### src/rtl/panel_cmd_pkg.sv
package panel_cmd_pkg;
    localparam logic [2:0] ADDR_CMD    = 3'd0;
    localparam logic [2:0] ADDR_RDDAT  = 3'd1;
    localparam logic [2:0] ADDR_WSTART = 3'd2;
    localparam logic [2:0] ADDR_RSTART = 3'd3;
    localparam logic [2:0] ADDR_STATUS = 3'd4;

    localparam int BIT_WRITE_FLAG = 28;
    localparam int BIT_DATA_FLAG  = 24;
    localparam int BIT_GO         = 0;
    localparam int BIT_SUB        = 1;
    localparam int BIT_BUSY       = 1;

    typedef enum logic [1:0] {
        PH_IDLE,
        PH_SELECT,
        PH_STROBE,
        PH_RELEASE
    } phase_t;

    typedef struct packed {
        logic        wr_flag;
        logic        wr_rs;
        logic [15:0] wr_word;
        logic        rd_rs;
    } host_regs_t;
endpackage

### src/rtl/panel_cmd_regs.sv
module panel_cmd_regs
    import panel_cmd_pkg::*;
(
    input  logic        clk,
    input  logic        rst_n,
    input  logic        reg_we,
    input  logic [2:0]  reg_waddr,
    input  logic [31:0] reg_wdata,
    input  logic [2:0]  reg_raddr,
    output logic [31:0] reg_rdata,
    input  logic        busy,
    input  logic [15:0] captured,
    output host_regs_t  regs,
    output logic        go_write,
    output logic        go_read,
    output logic        go_sub
);
    host_regs_t regs_d, regs_q;

    always_comb begin
        regs_d = regs_q;
        if (reg_we && reg_waddr == ADDR_CMD) begin
            regs_d.wr_flag = reg_wdata[BIT_WRITE_FLAG];
            regs_d.wr_rs   = reg_wdata[BIT_DATA_FLAG];
            regs_d.wr_word = reg_wdata[15:0];
        end
        if (reg_we && reg_waddr == ADDR_RDDAT) begin
            regs_d.rd_rs = reg_wdata[BIT_DATA_FLAG];
        end
    end

    always_ff @(posedge clk) begin
        if (!rst_n) regs_q <= '0;
        else        regs_q <= regs_d;
    end

    assign regs     = regs_q;
    assign go_write = reg_we && reg_waddr == ADDR_WSTART && reg_wdata[BIT_GO] && regs_q.wr_flag;
    assign go_read  = reg_we && reg_waddr == ADDR_RSTART && reg_wdata[BIT_GO];
    assign go_sub   = reg_wdata[BIT_SUB];

    always_comb begin
        reg_rdata = '0;
        case (reg_raddr)
            ADDR_STATUS: reg_rdata[BIT_BUSY] = busy;
            ADDR_RDDAT:  reg_rdata[15:0]     = captured;
            default:     reg_rdata           = '0;
        endcase
    end
endmodule

### src/rtl/panel_cmd_seq.sv
module panel_cmd_seq
    import panel_cmd_pkg::*;
#(
    parameter int PHASE_CLKS = 2
) (
    input  logic        clk,
    input  logic        rst_n,
    input  logic        go_write,
    input  logic        go_read,
    input  logic        go_sub,
    input  host_regs_t  regs,
    input  logic [15:0] pbus_in,
    output logic        busy,
    output logic [15:0] captured,
    output logic        cs_main_n,
    output logic        cs_sub_n,
    output logic        rs,
    output logic        wr_n,
    output logic        rd_n,
    output logic [15:0] pbus_out,
    output logic        pbus_oe
);
    localparam int CW = (PHASE_CLKS > 1) ? $clog2(PHASE_CLKS) : 1;
    localparam logic [CW-1:0] CNT_LOAD = CW'(PHASE_CLKS - 1);

    typedef struct packed {
        phase_t        phase;
        logic [CW-1:0] cnt;
        logic          is_read;
        logic          sub;
        logic          rs;
        logic [15:0]   word;
        logic [15:0]   captured;
    } seq_t;

    seq_t s_d, s_q;

    always_comb begin
        s_d = s_q;
        case (s_q.phase)
            PH_IDLE: begin
                if (go_write) begin
                    s_d.phase   = PH_SELECT;
                    s_d.cnt     = CNT_LOAD;
                    s_d.is_read = 1'b0;
                    s_d.sub     = go_sub;
                    s_d.rs      = regs.wr_rs;
                    s_d.word    = regs.wr_word;
                end else if (go_read) begin
                    s_d.phase   = PH_SELECT;
                    s_d.cnt     = CNT_LOAD;
                    s_d.is_read = 1'b1;
                    s_d.sub     = go_sub;
                    s_d.rs      = regs.rd_rs;
                    s_d.word    = '0;
                end
            end
            PH_SELECT: begin
                if (s_q.cnt == '0) begin
                    s_d.phase = PH_STROBE;
                    s_d.cnt   = CNT_LOAD;
                end else begin
                    s_d.cnt = s_q.cnt - 1'b1;
                end
            end
            PH_STROBE: begin
                if (s_q.cnt == '0) begin
                    s_d.phase = PH_RELEASE;
                    s_d.cnt   = CNT_LOAD;
                    if (s_q.is_read) s_d.captured = pbus_in;
                end else begin
                    s_d.cnt = s_q.cnt - 1'b1;
                end
            end
            PH_RELEASE: begin
                if (s_q.cnt == '0) s_d.phase = PH_IDLE;
                else               s_d.cnt   = s_q.cnt - 1'b1;
            end
            default: s_d.phase = PH_IDLE;
        endcase
    end

    always_ff @(posedge clk) begin
        if (!rst_n) s_q <= '0;
        else        s_q <= s_d;
    end

    assign busy      = s_q.phase != PH_IDLE;
    assign captured  = s_q.captured;
    assign cs_main_n = !(busy && !s_q.sub);
    assign cs_sub_n  = !(busy && s_q.sub);
    assign rs        = busy ? s_q.rs : 1'b1;
    assign wr_n      = !(s_q.phase == PH_STROBE && !s_q.is_read);
    assign rd_n      = !(s_q.phase == PH_STROBE && s_q.is_read);
    assign pbus_oe   = busy && !s_q.is_read;
    assign pbus_out  = pbus_oe ? s_q.word : 16'h0000;
endmodule

### src/rtl/panel_cmd_bus.sv
module panel_cmd_bus
    import panel_cmd_pkg::*;
#(
    parameter int PHASE_CLKS = 2
) (
    input  logic        clk,
    input  logic        rst_n,
    input  logic        reg_we,
    input  logic [2:0]  reg_waddr,
    input  logic [31:0] reg_wdata,
    input  logic [2:0]  reg_raddr,
    output logic [31:0] reg_rdata,
    output logic        cs_main_n,
    output logic        cs_sub_n,
    output logic        rs,
    output logic        wr_n,
    output logic        rd_n,
    output logic [15:0] pbus_out,
    output logic        pbus_oe,
    input  logic [15:0] pbus_in
);
    host_regs_t  regs_w;
    logic        busy_w;
    logic        go_write_w;
    logic        go_read_w;
    logic        go_sub_w;
    logic [15:0] captured_w;

    panel_cmd_regs regs_i (
        .clk       (clk),
        .rst_n     (rst_n),
        .reg_we    (reg_we),
        .reg_waddr (reg_waddr),
        .reg_wdata (reg_wdata),
        .reg_raddr (reg_raddr),
        .reg_rdata (reg_rdata),
        .busy      (busy_w),
        .captured  (captured_w),
        .regs      (regs_w),
        .go_write  (go_write_w),
        .go_read   (go_read_w),
        .go_sub    (go_sub_w)
    );

    panel_cmd_seq #(.PHASE_CLKS(PHASE_CLKS)) seq_i (
        .clk       (clk),
        .rst_n     (rst_n),
        .go_write  (go_write_w),
        .go_read   (go_read_w),
        .go_sub    (go_sub_w),
        .regs      (regs_w),
        .pbus_in   (pbus_in),
        .busy      (busy_w),
        .captured  (captured_w),
        .cs_main_n (cs_main_n),
        .cs_sub_n  (cs_sub_n),
        .rs        (rs),
        .wr_n      (wr_n),
        .rd_n      (rd_n),
        .pbus_out  (pbus_out),
        .pbus_oe   (pbus_oe)
    );
endmodule

### config.mk
export PLATFORM = sky130hd
export DESIGN_NAME = panel_cmd_bus
export DESIGN_NICKNAME = d
export VERILOG_FILES = /design/src/rtl/panel_cmd_pkg.sv /design/src/rtl/panel_cmd_regs.sv /design/src/rtl/panel_cmd_seq.sv /design/src/rtl/panel_cmd_bus.sv
export SDC_FILE = /design/constraint.sdc
export NUM_CORES = 1
export LEC_CHECK = 0
export CAP_MARGIN = 15
export CORE_UTILIZATION = 40
export CTS_CLUSTER_DIAMETER = 120
export DETAILED_ROUTE_END_ITERATION = 10
export PLACE_DENSITY = 0.75
export RECOVER_POWER = 50
export SETUP_SLACK_MARGIN = 0.3
export SYNTH_ARGS = -nofsm -noshare
export SYNTH_HDL_FRONTEND = slang
export SYNTH_SLANG_ARGS = --single-unit
### constraint.sdc
create_clock -name clk -period 2.4 [get_ports clk]
set_input_delay 0.48 -clock clk [delete_from_list [all_inputs] [get_ports clk]]
set_output_delay 0.48 -clock clk [all_outputs]
set_load 0.1 [all_outputs]
==> impl_metrics.yaml <==
status:
  status: "finished clean"
timing:
  min_period_over_period: 0.865
  fmax_ghz: 0.482
  slew_violations: 0
  skew_ns: 0.00827
  hold_ws_ns: 0.459
  tightest_slew_ns: 0.899
  setup_viol_count_final: 0
  relSlewSlack: 0.401
  tns_ns: 0
  rsz0062_at_grt: "true"
  final.min_clock_period_ns: 2.08
  finalHoldViolations: 0
clock_tree:
  clock-sinks: 57
  root_buffer: "clkbuf_8"
  clkLatencyLatePin_ns: 0.33
  max-clock-path-buffers: 2
  htree_levels: 3
  clk_pin_slew_worst_paths_ns: 0.07
  ctsHoldBuffers: 0
  cts_tree: "yes"
  cts-buffers-inserted: 9
power_and_ir_drop:
  ir_worst_vdd_uv: 304
  p_sw_mw: 0.834
  p_per_area_nw_per_um2: 619
  combPwrFrac: 0.269
  pwr-share-clk: 0.363
  power.share.sequential: 0.369
  p_leak_nw: 1.60
  internal_power_mw: 1.82
  switching_share: 0.314
setup_path:
  path_cells: "dlygate4sd3_1 > and4b_1 > and4b_1 > clkbuf_2 > a22oi_1 > nor2b_2"
  critPathArrivalTime_ns: 2.34
  path_common_cell: "and4b_1"
  worstSetupPathType: "input pin to register"
  worst_setup_path_end_kind: "register"
  cpPeakStageDelay_ns: 0.66
  critical-path-slowest-cell: "dlygate4sd3_1"
  path_max_fanout: 16
  start_kind: "input pin"
  cp.required_ns: 2.67
placement:
  place_inst: 457
  numPortBuffers: 80
  dp_hpwl_um: 4470
  gp_congestion: 0.711
yosys:
  ys_top_cells_by_area: "dfxtp_1 (41%), nand2_1 (9.8%), and2_1 (7.0%)"
  synth-seq-cells: 57
  yosysMostFrequentCell: "nand2_1"
  synth.avg_cell_area_um2: 8.94
  synth_top_cell_by_area: "dfxtp_1"
  synth_common_cells: "nand2_1 (72), dfxtp_1 (57), and2_1 (31)"
  synth_area_um2: 2770
  synth_warnings: 0
  synthDominantCellAreaShare: 0.412
  ys_types: 36
  synth-async-reset-ratio: 0
  synthCells: 310
  ys_seq_area_frac: 0.412
  synthFlopType: "dfxtp_1"
  synth_edf_count: 0
die:
  die_area_um2: 7260
  ios: 111
  rows: 29
  start_util: 0.424
  dieHeight_um: 85.2
  die_x_um: 85.2
  core_area_um2: 6530
final_layout:
  antenna_cells: 0
  fin_nets: 459
  areaGrowthSynthToFinish_pct: 54.7
  post-route-util: 0.656
  drive_above_1_share: 0.323
  finalNonFillerCells: 480
route:
  postRouteWirelength_um: 6680
  drc: 0
  ant_nets: 0
  firstDrtPassIters: 4
  vias: 2340
  route.detailed.wl_per_inst_um: 13.9
  routed_via_density: 4.88
  drt_iter0_drc: 103
grt:
  antenna_found_initial: 0
  grt_max_degree: 59
  grt_pass1_wl_um: 10900
  grt_pass1_vias: 2362
  grt_usage: 0.195
  grt-ovfl-total: 0
run:
  drv_cap: 0
worst_hold_path:
  min_path_type: "register to register"
-- flip-flops by register name (all words and copies together) (netlist names) --
signal,flops
regs_i.regs,19
seq_i.s_q,22
seq_i.captured,16
-- final timing paths --
path / startpoint / cells past startpoint / slack (ns) / end
setup / recovery: reg_waddr[1] / 6 / 0.32 / seq_i.s_q[23]
hold / removal: seq_i.captured[4] / 2 / 0.46 / seq_i.captured[4]
setup reg to reg: seq_i.s_q[36] / 7 / 0.39 / seq_i.captured[10]
hold reg to reg: seq_i.captured[4] / 2 / 0.46 / seq_i.captured[4]
-- cell usage in the layout (no fill, tap or decap), drive strengths merged --
| cell | netlist | final |
|---|---|---|
| a21boi | 35 | 35 |
| a21oi | 3 | 3 |
| a22oi | 16 | 16 |
| a32oi | 1 | 1 |
| and2 | 31 | 31 |
| and4b | 2 | 2 |
| and4bb | 1 | 1 |
| buf | 25 | 51 |
| bufinv | 0 | 2 |
| clkbuf | 10 | 15 |
| clkdlybuf4s50 | 0 | 37 |
| clkinv | 0 | 3 |
| clkinvlp | 0 | 1 |
| conb | 1 | 16 |
| dfxtp | 57 | 57 |
| dlygate4sd2 | 0 | 2 |
| dlygate4sd3 | 0 | 2 |
| ha | 4 | 4 |
| inv | 2 | 2 |
| mux2i | 4 | 4 |
| nand2 | 72 | 72 |
| nand2b | 2 | 2 |
| nand3 | 1 | 1 |
| nand3b | 2 | 2 |
| nand4b | 1 | 1 |
| nor2 | 6 | 6 |
| nor2b | 19 | 19 |
| nor3b | 3 | 3 |
| nor4b | 1 | 1 |
| o21a | 1 | 1 |
| o21ai | 4 | 4 |
| o31a | 2 | 2 |
| or2 | 3 | 3 |
| or4b | 1 | 1 |
-- cell families after synthesis --
family / count (synthesis) / synth area share
other: 1 / 0.00135
AND/OR/NAND/NOR: 145 / 0.284
flip-flops: 57 / 0.412
AO/OA/AOI/OAI: 62 / 0.181
buffers and inverters: 37 / 0.0890
multiplexers: 4 / 0.0145
adder cells (fa/ha/maj): 4 / 0.0181
-- critical path: cells and delay by family --
kind | cells | cell delay (ns)
buffers and inverters | 2 | 1.01
AO/OA/AOI/OAI | 1 | 0.15
AND/OR/NAND/NOR | 3 | 0.69
-- per-layer routing --
| layer | GRT usage | vias to the layer above | share of wire |
|---|---|---|---|
| li1 | - | 1166 | - |
| met1 | 0.207 | 1103 | 0.41 |
| met2 | 0.342 | 64 | 0.51 |
| met3 | 0.0749 | 7 | 0.073 |
| met4 | 0.0924 | 0 | 0.012 |
| met5 | 0 | - | 0 |
-- per-stage QoR --
stage / total power [mW] / setup slack, ns / instance area [um2]
after floorplan: 1.43 / 0.186 / 2900
after global placement: 1.61 / 0.0939 / 4010
after detailed placement: 1.62 / 0.0540 / 4010
after CTS: 2.63 / 0.306 / 4290
after global routing: 2.76 / 0.153 / 4290
final: 2.65 / 0.323 / 4290
-- area by class of cell --
cell class | instances | area (um2)
well taps | 77 | 96.3
repair buffers | 97 | 1320
clock inverters | 6 | 82.6
fillers | 534 | 2250
clock buffers | 10 | 128
flip-flops and latches | 57 | 1140
multi-input cells | 231 | 1510
inverters | 2 | 7.51
-- timing repair --
action                                  CTS  global route
endpoints found under the setup margin   33            20
pin swaps                                 1             3
buffers inserted                          2             2
resized for setup                        22            12
gates cloned                              2             1
-- power groups by stage --
stage	sequential [mW]	combinational, mW	clock (mW)
floorplan	0.995	0.434	0
global placement	0.997	0.614	0
detailed placement	0.999	0.618	0
CTS	0.977	0.677	0.980
global route	0.979	0.748	1.03
finish	0.978	0.713	0.961
Note: power is estimated with default switching activity, not from simulation.
